--- config.mk ---
export PLATFORM = sky130hd
export DESIGN_NAME = led_chain_drv
export DESIGN_NICKNAME = d
export VERILOG_FILES = /design/src/rtl/led_chain_pkg.sv /design/src/rtl/led_chain_ctl.sv /design/src/rtl/led_chain_dp.sv /design/src/rtl/led_chain_drv.sv
export SDC_FILE = /design/constraint.sdc
export NUM_CORES = 1
export LEC_CHECK = 0
export BUFFER_PORTS_ARGS = -buffer_cell sky130_fd_sc_hd__buf_2
export CAP_MARGIN = 20
export CORE_MARGIN = 2
export CORE_UTILIZATION = 50
export CTS_BUF_LIST = sky130_fd_sc_hd__clkbuf_8
export CTS_CLUSTER_SIZE = 16
export DETAILED_ROUTE_END_ITERATION = 7
export PLACE_DENSITY = 0.73
export SLEW_MARGIN = 20
export SYNTH_ARGS = -nofsm -noshare
export SYNTH_HDL_FRONTEND = slang
export SYNTH_SLANG_ARGS = --single-unit
--- constraint.sdc ---
create_clock -name clk -period 2 [get_ports clk]
set_clock_uncertainty 0.15 [all_clocks]
set_input_delay 0.1 -clock clk [delete_from_list [all_inputs] [get_ports clk]]
set_output_delay 0.1 -clock clk [all_outputs]
set_load 0.005 [all_outputs]
--- src/rtl/led_chain_pkg.sv ---
package led_chain_pkg;

  // Strobes from the sequencer to the frame datapath
  typedef struct packed {
    logic load;   // capture a new word and build the frame
    logic shift;  // advance to the next serial bit
  } ctlStrb_t;

endpackage

--- src/rtl/led_chain_ctl.sv ---
module led_chain_ctl
  import led_chain_pkg::*;
#(
  parameter int HALF_DIV  = 4,
  parameter int FRAME_LEN = 36
) (
  input  logic     clk,
  input  logic     rstN,
  input  logic     en,
  output ctlStrb_t strb,
  output logic     runQ,
  output logic     sclk,
  output logic     latch,
  output logic     frameDone
);

  localparam int CW = (HALF_DIV > 1) ? $clog2(HALF_DIV) : 1;
  localparam int BW = $clog2(FRAME_LEN);

  logic [CW-1:0] divCnt;
  logic [BW-1:0] bitIdx;
  logic          phaseHi;
  logic          doneQ;
  logic          endHalf;
  logic          lastBit;

  assign endHalf = (divCnt == CW'(HALF_DIV - 1));
  assign lastBit = (bitIdx == BW'(FRAME_LEN - 1));

  always_ff @(posedge clk or negedge rstN) begin
    if (!rstN) begin
      runQ    <= 1'b0;
      divCnt  <= '0;
      bitIdx  <= '0;
      phaseHi <= 1'b0;
      doneQ   <= 1'b0;
    end else if (!en) begin
      runQ    <= 1'b0;
      divCnt  <= '0;
      bitIdx  <= '0;
      phaseHi <= 1'b0;
      doneQ   <= 1'b0;
    end else if (!runQ) begin
      runQ    <= 1'b1;
      divCnt  <= '0;
      bitIdx  <= '0;
      phaseHi <= 1'b0;
      doneQ   <= 1'b0;
    end else begin
      doneQ <= endHalf && !phaseHi && lastBit;
      if (endHalf) begin
        divCnt  <= '0;
        phaseHi <= ~phaseHi;
        if (phaseHi) begin
          bitIdx <= lastBit ? '0 : bitIdx + 1'b1;
        end
      end else begin
        divCnt <= divCnt + 1'b1;
      end
    end
  end

  always_comb begin
    strb.load  = en && (!runQ || (endHalf && phaseHi && lastBit));
    strb.shift = en && runQ && endHalf && phaseHi && !lastBit;
  end

  assign sclk      = phaseHi;
  assign latch     = runQ && !phaseHi && lastBit;
  assign frameDone = doneQ;

  // latch only during the low half
  p_latch_low_r6: assert property (@(posedge clk) disable iff (!rstN)
    latch |-> !sclk);

  // idle levels one clock after enable is low
  p_idle_r7: assert property (@(posedge clk) disable iff (!rstN)
    !en |=> (!sclk && !latch));

  // done is a single-clock pulse
  p_done_pulse_r10: assert property (@(posedge clk) disable iff (!rstN)
    frameDone |=> !frameDone);

  // done follows the falling latch
  p_done_after_latch_r10: assert property (@(posedge clk) disable iff (!rstN)
    frameDone |-> ($past(latch) && !latch));

endmodule

--- src/rtl/led_chain_dp.sv ---
module led_chain_dp
  import led_chain_pkg::*;
#(
  parameter int LED_W     = 30,
  parameter int LEAD_PAD  = 2,
  parameter int FRAME_LEN = 36
) (
  input  logic             clk,
  input  logic             rstN,
  input  ctlStrb_t         strb,
  input  logic             runQ,
  input  logic [LED_W-1:0] ledWord,
  output logic             serData
);

  localparam int DATA_LO = 1 + LEAD_PAD;

  logic [FRAME_LEN-1:0] frameSr;

  // Logical frame, bit k goes out in serial cycle k+1
  function automatic logic [FRAME_LEN-1:0] buildFrame(input logic [LED_W-1:0] w);
    logic [FRAME_LEN-1:0] f;
    f = '0;
    f[0] = 1'b1;
    for (int i = 0; i < LED_W; i++) begin
      f[DATA_LO + i] = w[i];
    end
    return f;
  endfunction

  always_ff @(posedge clk or negedge rstN) begin
    if (!rstN) begin
      frameSr <= '0;
    end else if (strb.load) begin
      frameSr <= buildFrame(ledWord);
    end else if (strb.shift) begin
      frameSr <= {1'b0, frameSr[FRAME_LEN-1:1]};
    end
  end

  assign serData = runQ ? ~frameSr[0] : 1'b1;

  // a shift always fills the top with a logical-0 pad
  p_tail_fill_r5: assert property (@(posedge clk) disable iff (!rstN)
    $past(strb.shift) |-> (frameSr[FRAME_LEN-1] == 1'b0));

endmodule

--- src/rtl/led_chain_drv.sv ---
module led_chain_drv
  import led_chain_pkg::*;
#(
  parameter int HALF_DIV = 4,
  parameter int LED_W    = 30,
  parameter int LEAD_PAD = 2,
  parameter int TAIL_PAD = 3
) (
  input  logic             clk,
  input  logic             rstN,
  input  logic             en,
  input  logic [LED_W-1:0] ledWord,
  output logic             ledSclk,
  output logic             ledData,
  output logic             ledLatch,
  output logic             frameDone
);

  localparam int FRAME_LEN = 1 + LEAD_PAD + LED_W + TAIL_PAD;

  ctlStrb_t strb;
  logic     runQ;

  led_chain_ctl #(
    .HALF_DIV (HALF_DIV),
    .FRAME_LEN(FRAME_LEN)
  ) u_ctl (
    .clk      (clk),
    .rstN     (rstN),
    .en       (en),
    .strb     (strb),
    .runQ     (runQ),
    .sclk     (ledSclk),
    .latch    (ledLatch),
    .frameDone(frameDone)
  );

  led_chain_dp #(
    .LED_W    (LED_W),
    .LEAD_PAD (LEAD_PAD),
    .FRAME_LEN(FRAME_LEN)
  ) u_dp (
    .clk    (clk),
    .rstN   (rstN),
    .strb   (strb),
    .runQ   (runQ),
    .ledWord(ledWord),
    .serData(ledData)
  );

  // data holds through the high half
  p_data_hold_r11: assert property (@(posedge clk) disable iff (!rstN)
    (ledSclk && $past(ledSclk)) |-> $stable(ledData));

endmodule

==> results.yml <==
outcome:
  status: "finished clean"
floorplanning:
  start_util_pct: 51.7
  io_pins: 37
  core_area_um2: 4000
  die_area_um2: 4670
  dieWidth_um: 68.3
  rows: 23
  die_h_um: 68.3
synthesis:
  ys_seq_elements: 44
  synth-edff-count: 0
  synth-main-ff-cell: "dfrtp_1"
  avgSynthCellArea_um2: 10.9
  netlist_instances: 189
  synth-async-reset-ratio_pct: 100
  yosysWarnings: 0
  synth_fp_nets: 224
  synth_area_um2: 2070
  synth_cell_types: 39
  seq_area_frac_synth_pct: 53.2
layout:
  layout-drive-gt1-share_pct: 22.7
  final_util_pct: 68.8
  layoutNonFillerInstCount: 306
  area_growth_pct: 32.9
  n_antenna_cell: 0
  fin_nets: 290
  stdcell_area_um2: 2750
critical_path:
  start_kind: "flip-flop"
  end_kind: "output port"
  rrSetupSlack_ns: 0.15
  r2r-end: "u_dp.frameSr[30]"
  cp.required_ns: 1.75
  crit_fanout: 5
  r2r-start: "u_ctl.divCnt[0]"
  r2r_cells: 5
  critPathKind: "reg -> out"
  cp.arrival_ns: 1.65
  critical-path-max-stage-delay_ns: 0.42
  worstPathCellList: "ha_1, nor2b_2, nand2_1, nor3b_1, buf_2"
  crit_slowest_cell: "dfrtp_1"
place:
  dpl-instance-area_um2: 2340
  post-place-cells: 267
  place_congestion: 0.866
  dp_slack_ns: 0.147
  hpwl_um: 2770
  place.port_buffers: 36
sta:
  maxSlewViolCount: 0
  min_period_ns: 1.90
  fin_setup_tns_ns: 0
  whs_ns: 0.108
  slew_headroom_pct: 72.8
  rsz0062_at_grt: "no"
  setup_violations: 0
  min_period_over_period_pct: 95.2
  worst_slack_ns: 0.0956
  tightest_slew_ns: 0.408
  timing.fmax_ghz: 0.525
  hold_viol: 0
drt:
  via_per_inst: 5.70
  drtIter0Drc: 185
  num_vias: 1744
  wirelength_um: 4480
  drtAntennaViolNets: 0
  drt_first_pass_iters: 4
  wl_per_cell_um: 14.7
  post-route-drc-count: 0
power_and_ir_drop:
  power_per_cell_area_nw_per_um2: 690
  leakagePower_nw: 1.24
  ir_drop_uv: 406
  finalPower_mw: 1.90
global_routing:
  grtUsageMet3_pct: 5.59
  grt_pass1_wl_um: 7630
  antenna_found_initial: 0
  grt_busiest_layer: "met2"
  met1_usage_pct: 29.2
  track_usage_pct: 22.1
  overflow: 0
  grt_pass1_vias: 1686
  grt_max_degree: 31
  groute.layer.met2.usage_pct: 35.7
clock_network:
  clkLatencyLatePin_ns: 0.30
  numCtsBuffers: 5
  htreeDepth: 2
  post_cts_buffers: 0
  cts_tree: "built"
  root_buffer: "clkbuf_8"
  cts.clk_slew.worst_paths_ns: 0.09
  max-clock-path-buffers: 2
  cts_sinks: 44
min_path:
  min_path_type: "in -> async"
run:
  max_cap_violations: 0
-- placed cells by master, fill, tap and decap left out, types with 4 or more instances in the layout --
cell and instances:
buf_4 4, a21oi_1 21, clkbuf_8 6, dlygate4sd3_1 31, buf_2 36, a221o_1 19, dfrtp_1 44, a221oi_1 8
nand2_1 10, inv_1 21, a21boi_0 11, nand3_1 5
-- worst max-delay path by stage --
stage | from | to | slack, ns | cells after the start
6_report | u_ctl.bitIdx[0] | ledLatch | 0.1 | 5
5_1_grt | u_ctl.bitIdx[0] | ledLatch | 0.003 | 5
4_1_cts | u_ctl.bitIdx[0] | ledLatch | 0.008 | 5
3_5_place_dp | u_ctl.divCnt[0] | u_dp.frameSr[19] | 0.15 | 5
3_3_place_gp | u_ctl.bitIdx[0] | u_dp.frameSr[31] | 0.20 | 5
2_1_floorplan | u_ctl.divCnt[0] | u_dp.frameSr[12] | 0.29 | 6
-- power by group --
| group | switching (mW) | internal [mW] | total, mW |
|---|---|---|---|
| clock network | 0.305 | 0.280 | 0.584 |
| logic | 0.131 | 0.163 | 0.294 |
| registers | 0.0418 | 0.976 | 1.02 |
-- final cells by class --
class                   count  area [µm²]
fillers                   308        1250
inverters                  21        78.8
flip-flops and latches     44        1100
clock inverters             2        15.0
repair buffers             74         581
clock buffers               6        82.6
multi-input cells         109         830
well taps                  50        62.6
-- registers in the layout (all words and copies together), names as in the netlist --
signal	cells
u_ctl.bitIdx	6
u_ctl.divCnt	2
u_ctl.frameDone	1
u_ctl.runQ	1
u_ctl.sclk	1
u_dp.frameSr	33
-- per-layer routing --
layer / vias up / wire (µm)
met4: 0 / 77
met3: 10 / 182
met5: - / 0
met2: 47 / 2080
li1: 836 / -
met1: 851 / 2150
-- worst max-delay path: cells and delay by family, from the launching register on --
| kind | cells | cell delay [ns] |
|---|---|---|
| adder cells (fa/ha/maj) | 1 | 0.21 |
| buffers and inverters | 1 | 0.15 |
| flip-flops | 1 | 0.42 |
| AND/OR/NAND/NOR | 3 | 0.58 |
-- cell usage after synthesis, types with 2 or more instances --
cell type | count | area share, %
o21ai_0 | 3 | 0.73
dfrtp_1 | 44 | 53
nand2_1 | 10 | 1.8
o2bb2ai_1 | 2 | 0.85
a221oi_1 | 8 | 3.4
nand3_1 | 5 | 1.2
buf_6 | 2 | 1.1
clkbuf_1 | 5 | 0.91
ha_1 | 2 | 1.2
a221o_1 | 19 | 9.2
a222oi_1 | 2 | 0.97
a21oi_1 | 21 | 5.1
or3_1 | 3 | 0.91
a21boi_0 | 11 | 4.0
inv_1 | 21 | 3.8
buf_2 | 8 | 1.9
-- kinds of logic after synthesis --
logic type / Yosys count / share of synthesized area, %
simple gates: 30 / 8.59
xor+xnor: 1 / 0.423
compound gates: 76 / 28.8
fa+ha+maj: 2 / 1.21
buf+inv: 36 / 7.74
flops: 44 / 53.2
-- timing repair --
item,4_1_cts,5_1_grt
setup endpoints to repair,0,1
gates resized for setup,0,1
hold buffers,31,0
endpoints found under the hold margin,74,0
Power figures use the tool's default switching activity.
